`src/rtl/seuMonPkg.sv`:
```
package seuMonPkg;

  // Per-clock strobes from the control half to the datapath half.
  typedef struct packed {
    logic clear;    // synchronous clear request
    logic cmpEn;    // registers refilled, comparisons valid
    logic dataBit;  // serial test bit for all registers
    logic trigBad;  // heartbeat disagrees with independent timer
  } strobe_t;

endpackage

```
`src/rtl/seuMonCtrl.sv`:
```
module seuMonCtrl
  import seuMonPkg::*;
#(
  parameter int CNT_W    = 8,
  parameter int SR_LEN   = 16,
  parameter int DATA_TAP = 1
) (
  input  logic       clk,
  input  logic       rstN,
  input  logic       clr,
  input  logic [2:0] hitCopy,
  output logic       trig,
  output strobe_t    strb
);

  localparam int MASK_W = $clog2(SR_LEN + 1);
  localparam logic [CNT_W-1:0]  CNT_MAX   = '1;
  localparam logic [MASK_W-1:0] MASK_DONE = MASK_W'(SR_LEN);

  logic [CNT_W-1:0]  copyQ [3];
  logic [CNT_W-1:0]  voted;
  logic [CNT_W-1:0]  nextVal;
  logic [CNT_W-1:0]  monQ;
  logic [MASK_W-1:0] maskQ;

  // Bitwise 2-of-3 vote of the counter copies.
  always_comb begin
    voted   = (copyQ[0] & copyQ[1]) | (copyQ[0] & copyQ[2]) | (copyQ[1] & copyQ[2]);
    nextVal = voted + CNT_W'(1);
  end

  always_ff @(posedge clk or negedge rstN) begin
    if (!rstN) begin
      for (int k = 0; k < 3; k++) copyQ[k] <= '0;
      monQ  <= '0;
      maskQ <= '0;
      trig  <= 1'b0;
    end else if (clr) begin
      for (int k = 0; k < 3; k++) copyQ[k] <= '0;
      monQ  <= '0;
      maskQ <= '0;
      trig  <= 1'b0;
    end else begin
      for (int k = 0; k < 3; k++)
        copyQ[k] <= nextVal ^ {{(CNT_W-1){1'b0}}, hitCopy[k]};
      monQ <= monQ + CNT_W'(1);
      if (maskQ != MASK_DONE) maskQ <= maskQ + MASK_W'(1);
      trig <= (voted == CNT_MAX);
    end
  end

  always_comb begin
    strb.clear   = clr;
    strb.cmpEn   = (maskQ == MASK_DONE);
    strb.dataBit = voted[DATA_TAP];
    strb.trigBad = (voted == CNT_MAX) != (monQ == CNT_MAX);
  end

  AST_TRIG_SINGLE: assert property (@(posedge clk) disable iff (!rstN)
    trig |=> !trig);

  AST_COPIES_HEAL: assert property (@(posedge clk) disable iff (!rstN)
    (hitCopy == 3'b000) |=> (copyQ[0] == copyQ[1] && copyQ[1] == copyQ[2]));

  AST_MASK_AFTER_CLEAR: assert property (@(posedge clk) disable iff (!rstN)
    clr |=> !strb.cmpEn);

endmodule

```
`src/rtl/seuMonData.sv`:
```
module seuMonData
  import seuMonPkg::*;
#(
  parameter int SR_LEN = 16,
  parameter int NUM_SR = 4
) (
  input  logic              clk,
  input  logic              rstN,
  input  strobe_t           strb,
  input  logic [NUM_SR-1:0] hitReg,
  output logic [NUM_SR-2:0] pairErr,
  output logic [NUM_SR-1:0] statusCode
);

  localparam int NUM_PAIR = NUM_SR - 1;

  logic [SR_LEN-1:0]   shiftQ [NUM_SR];
  logic [NUM_SR-1:0]   tapBit;
  logic [NUM_PAIR-1:0] pairDiff;
  logic [NUM_PAIR-1:0] errQ;
  logic                trigErr;
  logic [NUM_SR-1:0]   statusQ;

  always_ff @(posedge clk or negedge rstN) begin
    if (!rstN) begin
      for (int k = 0; k < NUM_SR; k++) shiftQ[k] <= '0;
    end else if (strb.clear) begin
      for (int k = 0; k < NUM_SR; k++) shiftQ[k] <= '0;
    end else begin
      for (int k = 0; k < NUM_SR; k++)
        shiftQ[k] <= {shiftQ[k][SR_LEN-2:0], strb.dataBit ^ hitReg[k]};
    end
  end

  genvar g;
  generate
    for (g = 0; g < NUM_SR; g++) begin : gTap
      assign tapBit[g] = shiftQ[g][SR_LEN-1];
    end
    for (g = 0; g < NUM_PAIR; g++) begin : gPair
      assign pairDiff[g] = tapBit[g] ^ tapBit[g+1];
    end
  endgenerate

  always_ff @(posedge clk or negedge rstN) begin
    if (!rstN) begin
      errQ    <= '0;
      trigErr <= 1'b0;
      statusQ <= '0;
    end else if (strb.clear) begin
      errQ    <= '0;
      trigErr <= 1'b0;
      statusQ <= '0;
    end else begin
      if (strb.cmpEn) errQ <= errQ | pairDiff;
      if (strb.trigBad) trigErr <= 1'b1;
      statusQ <= {errQ, trigErr};
    end
  end

  assign pairErr    = errQ;
  assign statusCode = statusQ;

  AST_FLAG_STICKY: assert property (@(posedge clk) disable iff (!rstN)
    !strb.clear |=> ((errQ & $past(errQ)) == $past(errQ)));

  AST_MASK_HOLDS: assert property (@(posedge clk) disable iff (!rstN)
    (!strb.cmpEn && !strb.clear) |=> (errQ == $past(errQ)));

  AST_STATUS_SUBSET: assert property (@(posedge clk) disable iff (!rstN)
    ((statusQ & ~{errQ, trigErr}) == '0));

endmodule

```
`src/rtl/seuShiftMonitor.sv`:
```
module seuShiftMonitor
  import seuMonPkg::*;
#(
  parameter int CNT_W    = 8,
  parameter int SR_LEN   = 16,
  parameter int NUM_SR   = 4,
  parameter int DATA_TAP = 1
) (
  input  logic              clk,
  input  logic              rstN,
  input  logic              clr,
  input  logic [2:0]        hitCopy,
  input  logic [NUM_SR-1:0] hitReg,
  output logic              trig,
  output logic [NUM_SR-2:0] pairErr,
  output logic [NUM_SR-1:0] statusCode
);

  strobe_t strb;

  seuMonCtrl #(
    .CNT_W(CNT_W), .SR_LEN(SR_LEN), .DATA_TAP(DATA_TAP)
  ) ctrlInst (
    .clk(clk), .rstN(rstN), .clr(clr), .hitCopy(hitCopy),
    .trig(trig), .strb(strb)
  );

  seuMonData #(
    .SR_LEN(SR_LEN), .NUM_SR(NUM_SR)
  ) dataInst (
    .clk(clk), .rstN(rstN), .strb(strb), .hitReg(hitReg),
    .pairErr(pairErr), .statusCode(statusCode)
  );

endmodule

```
`config.mk`:
```
export PLATFORM = sky130hd
export DESIGN_NAME = seuShiftMonitor
export DESIGN_NICKNAME = d
export VERILOG_FILES = /design/src/rtl/seuMonPkg.sv /design/src/rtl/seuMonCtrl.sv /design/src/rtl/seuMonData.sv /design/src/rtl/seuShiftMonitor.sv
export SDC_FILE = /design/constraint.sdc
export NUM_CORES = 1
export LEC_CHECK = 0
export BUFFER_PORTS_ARGS = -buffer_cell sky130_fd_sc_hd__buf_4
export CAP_MARGIN = 20
export CORE_MARGIN = 2
export CORE_UTILIZATION = 43
export CTS_CLUSTER_SIZE = 10
export DETAILED_ROUTE_END_ITERATION = 6
export GPL_ROUTABILITY_DRIVEN = 0
export RECOVER_POWER = 100
export SLEW_MARGIN = 20
export SYNTH_ARGS = -nofsm -noshare
export SYNTH_HDL_FRONTEND = slang
export SYNTH_SLANG_ARGS = --single-unit
```
`constraint.sdc`:
```
create_clock -name clk -period 2.95 [get_ports clk]
set_input_delay 0.4425 -clock clk [delete_from_list [all_inputs] [get_ports clk]]
set_output_delay 0.4425 -clock clk [all_outputs]
set_load 0.05 [all_outputs]
```
Word-level counts from Yosys, hierarchy flattened
Cells that the tools add are included.
{ "totals": {"word_cells": 51, "regBits": 110, "in_bits": 10, "out_inout_bits": 8} }
{ "classes": {"addsub": 3, "n_reduce_logical": 3, "eq_ne": 5, "n_bitwise": 16, "muxes": 11} }
{ "op_table": {"columns": ["cell", "n"], "rows": [
  ["$mux 64", 1],
  ["$and 8x8->8", 3],
  ["$mux 24", 1],
  ["$xor 8x1->8", 3],
  ["$add 8x1->8 const B", 2],
  ["$eq 8x8->1 const B", 2],
  ["$or 8x8->8", 2],
  ["$mux 5", 2],
  ["$mux 8", 1],
  ["$xor 1x1->1", 7],
  ["$mux 3", 2],
  ["$reduce_bool 2->1", 3],
  ["$add 5x1->5 const B", 1],
  ["$eq 5x5->1 const B", 1],
  ["$ne 5x5->1 const B", 1],
  ["$mux 4", 1],
  ["$mux 1", 3],
  ["$or 3x3->3", 1],
  ["$ne 1x1->1", 1]
]} }

Longest topological paths before layout
{ "logic_depth": {"ltp_word": 7, "ltp_mapped": 6} }

Hierarchy
Synthesis repeated with hierarchy kept, for this count alone.
{ "hier_totals": {"cells_unflattened": 270, "hier_area_um2": 3502.1} }
{ "by_module_without_submodules": {"columns": ["module", "instances", "area_per_inst_um2", "cells_each"], "rows": [
  ["seuMonData", 1, 2364.8, 161],
  ["seuMonCtrl", 1, 1137.3, 109]
]} }

Worst setup path after synthesis
OpenSTA, ideal clock, no wires.
{ "synth_path": {"path_type": "register to register", "start": "register ctrlInst.copyQ[0] (netlist name)", "end": "register dataInst.trigErr", "arrival_time_ns": 1.295, "synth_period_minus_slack_ns": 1.431, "n_path_buf": 0, "stages_incl_launch_ff": 6, "setup_slack_ns": 1.519, "required_time_ns": 2.814, "path_cell_list": "dfrtp_1 > maj3_2 > ha_1 > nand4_4 > xor2_1 > a21oi_1"} }
{ "synth_via": {"elab_chain_cells": 6, "elab_cells_between_ends": 7, "classes_between": "eq/ne (2); bitwise (4); reduce/logical (1)"} }
{ "synth_lines": {"columns": ["item", "line_no", "source"], "rows": [
  ["from (decl)", "seuMonCtrl.sv:20", "logic [CNT_W-1:0] copyQ [3];"],
  ["from (signal, indexed assignment)", "seuMonCtrl.sv:45", "copyQ[k] <= nextVal ^ {{(CNT_W-1){1'b0}}, hitCopy[k]};"],
  ["$and 8x8->8", "seuMonCtrl.sv:28", "voted = (copyQ[0] & copyQ[1]) | (copyQ[0] & copyQ[2]) | (copyQ[1] & copyQ[2]);"],
  ["$or 8x8->8", "seuMonCtrl.sv:28", null],
  ["$or 8x8->8 (*)", "seuMonCtrl.sv:28", null],
  ["$eq 8x8->1 (*)", "seuMonCtrl.sv:56", "strb.trigBad = (voted == CNT_MAX) != (monQ == CNT_MAX);"],
  ["$ne 1x1->1 (*)", "seuMonCtrl.sv:56", null],
  ["$reduce_bool 2->1 (no line) (*)", null, null],
  ["to (signal assigned)", "seuMonData.sv:48", "trigErr <= 1'b0;"],
  ["to (signal assigned)", "seuMonData.sv:52", "trigErr <= 1'b0;"],
  ["to (signal assigned)", "seuMonData.sv:56", "if (strb.trigBad) trigErr <= 1'b1;"],
  ["to (decl)", "seuMonData.sv:21", "logic trigErr;"]
]} }
Mark *: on every way between the ends. The rest lies on a longest branch, timed or not.
A chain may end at the register's enable or synchronous reset.

Final worst setup path
{ "layout_path": {"start": "register ctrlInst.copyQ[8] (netlist name)", "end": "register dataInst.trigErr"} }
Same word-level chain as after synthesis.

==> out/metrics.cfg <==
[run_status]
run_status = completed

[synthesis]
syn_inst = 262
dominant_combinational_cell_family_by_area_after_synthesis = simple AND/OR/NAND/NOR gates
synth.net_count = 276
compound_gate_portion_of_the_synthesized_area_pct = 1.381
yosys_warnings = 0
synth.top_cell.area_share_pct = 69.77
post_synth_xor_area_fraction_pct = 6.359
yosys-top-cells-area = dfrtp_1 70%, nor2b_1 12%, xor2_1 3.6%, xnor2_1 2.8%, nor2_1 2.7%
synth.lib_cells_used.distinct = 26
avgSynthCellArea_um2 = 13.14
synth-seq-area-share_pct = 69.77
postSynth.topFlopCell = dfrtp_1
async_flop_share_pct = 100.0
synth_fa_ha_area_share_pct = 1.781
syn_area_um2 = 3443
synth-seq-cells = 96
synthSimpleGateAreaFrac_pct = 18.86
synth.cells.most_frequent = 96 x dfrtp_1, 65 x nor2b_1, 25 x nor2_1, 14 x xor2_1, 11 x xnor2_1
synth_most_common_cell = dfrtp_1
synth.mux.area_fraction_pct = 0.2907
number_of_enable_type_register_cells_in_the_synthesized_netlist = 0
post_synth_top_area_cell = dfrtp_1

[setup_path]
critical_path_arrival_ns = 1.88
timing.critical_path.to_type = flip-flop
critical_path.startpoint_type = flip-flop
timing_worst_setup_path_type = flip-flop to flip-flop
data_required_time_at_the_worst_endpoint_ns = 3.13
rrSetupSlack_ns = 1.25
crit_fanout = 7
worst_r2r_path_depth = 5

[floorplanning]
die_area_um2 = 8739
die_width_um = 93.49
chipHeight_um = 93.49
number_of_placed_i_o_pins = 18
coreArea_um2 = 7727
start_util_pct = 44.56
floorplan.rows = 32

[timing]
final-setup-viol-count = 0
final_max_slew_viol_count = 0
final.setup_skew_ns = 0.009171
finalWorstSetupSlack_ns = 1.247
grt_setup_unrepaired = no
achievable-frequency_mhz = 587.3
min_period_ns = 1.703
tcrit_tclk_final_pct = 57.72
maxSlewHeadroom_pct = 13.96
tightestPinTransition_ns = 1.291
setup_total_negative_slack_ns = 0
final-hold-violation-count = 0
finalHoldWorstSlack_ns = 0.05182

[power]
power.share.switching_pct = 19.69
vdd_drop_max_mv = 0.3638
power-per-cell-area_nw_per_um2 = 657.0
share_clk_of_total_power_pct = 42.6
comb_power_share_pct = 4.2
power_report.internal_total_uw = 2057
power.leakage_uw = 0.001872
netSwitchingPower_uw = 504.4
sequentialPowerShare_pct = 53.2

[clock_tree]
clock_tree.root_cell = clkbuf_8
tritoncts_clock_tree = yes
cts_buffer_depth = 2
cts-buffers-inserted = 9
cts.reportedPaths.clkPinSlew_ns = 0.09
hold_buffers = 0
postCtsSetupBuffers = 0
cts.htree.levels = 3
clk_latency_ns = 0.35
clock-sinks = 96
cts.repair.resized = 0

[routing]
drt.antenna.violating_nets = 0
detailedRoute.firstIterationViolations = 75
drt_first_pass_iters = 3
routed_wire_length_per_instance_um = 11.51
remaining_drc_errors = 0
routed_vias = 1783
routed_wl_mm = 4.467
drt-vias-per-instance = 4.595

[job]
cap_viol_max_count = 0

[placed_design]
dp_hpwl_mm = 2.559
placement.io_buffers = 17
preCtsSetupSlack_ns = 1.343

[global_routing]
globalRouteTotalUtil_pct = 12.41
first_global_vias = 1843
antenna_found_initial = 0
grt_pass1_wl_mm = 8.473
grt_start_max_net_pins = 72
grt_overflow_total = 0

[cells_and_area]
diodes_inserted = 0
share_of_cells_above_drive_strength_1_pct = 10.14
fillers = 698
synthToLayoutAreaGrowth_pct = 13.23
num-nets-final = 295

[hold_path]
hold_path_class = input port to async pin

==> cells by family after synthesis <==
group	Yosys count
DFF	96
adders and majority gates	5
and+or+nand+nor	113
AOI/OAI and AO/OA	8
xor gates and xnor gates	25
buffers and inverters	14
muxes	1
==> registers in the layout, summed over array words and instances, names as in the netlist <==
signal / flops
ctrlInst.copyQ: 10
ctrlInst.maskQ: 5
ctrlInst.monQ: 8
ctrlInst.trig: 1
dataInst.pairErr: 3
dataInst.shiftQ: 64
dataInst.statusCode: 4
dataInst.trigErr: 1
==> per-stage QoR <==
stage	instances	util (%)	power (uW)	instance area [um^2]
2_1_floorplan	262	-	1452	3443
3_3_place_gp	372	47.67	1502	3684
3_5_place_dp	372	47.67	1505	3684
4_1_cts	388	51.15	2613	3953
5_1_grt	388	50.45	2679	3899
6_report	388	50.45	2561	3899
==> cell type report <==
class	count	area, um^2	share of cell area [%]
inverter	3	11.26	0.2888
timing repair buffer	19	107.6	2.760
clock inverter	5	127.6	3.273
sequential	96	2402	61.62
tap	102	127.6	3.273
multi-input combinational	152	980.9	25.16
clock buffer	11	141.4	3.626
==> critical path, stage by stage (launching register included) <==
cell and delay [ns]:
dfrtp_1 0.38, maj3_1 0.48, ha_1 0.33, nand4_4 0.13
xor2_1 0.14, a21oi_1 0.08
==> routing by layer <==
metal  global-route usage, %  wire length, um  vias up
li1                        -                -      855
met1                   15.90             2095      897
met2                   19.18             2104       23
met3                   4.915              195        8
met4                   4.412               72        0
met5                       0                0        -
==> cells in the final DEF (no fill, tap or decap) <==
cell	count
and3_1	1
nand4_4	1
nor2b_1	65
dfrtp_1	96
nand2b_1	1
maj3_1	1
a21oi_1	3
nor3_1	2
or3_1	2
xnor2_1	11
ha_1	4
and3_2	1
nor2_1	25
bufinv_16	4
xor2_1	14
clkbuf_1	9
clkbuf_2	2
inv_1	3
buf_4	9
clkinvlp_4	1
nand4_1	2
mux2i_1	1
o21bai_1	3
and4_4	1
o21ai_0	2
nand2_1	3
clkbuf_8	10
nand3_1	9
==> power by group through the flow <==
| stage | clock, uW | sequential, uW | combinational (uW) |
|---|---|---|---|
| final | 1090 | 1360 | 107 |
| after global routing | 1180 | 1370 | 127 |
| after CTS | 1130 | 1360 | 116 |
| after detailed placement | 0 | 1390 | 115 |
| after global placement | 0 | 1390 | 113 |
| after floorplan | 0 | 1380 | 70.5 |
==> path summary, 6_finish.rpt <==
path | from | end
max | ctrlInst.copyQ[8] | dataInst.trigErr
min | rstN | ctrlInst.monQ[4]
max reg2reg | ctrlInst.copyQ[8] | dataInst.trigErr
min reg2reg | dataInst.shiftQ[28] | dataInst.shiftQ[29]
max in group asynchronous | rstN | dataInst.shiftQ[6]
min in group clk | hitReg[2] | dataInst.shiftQ[16]
Note: power is estimated with default switching activity, not from simulation.
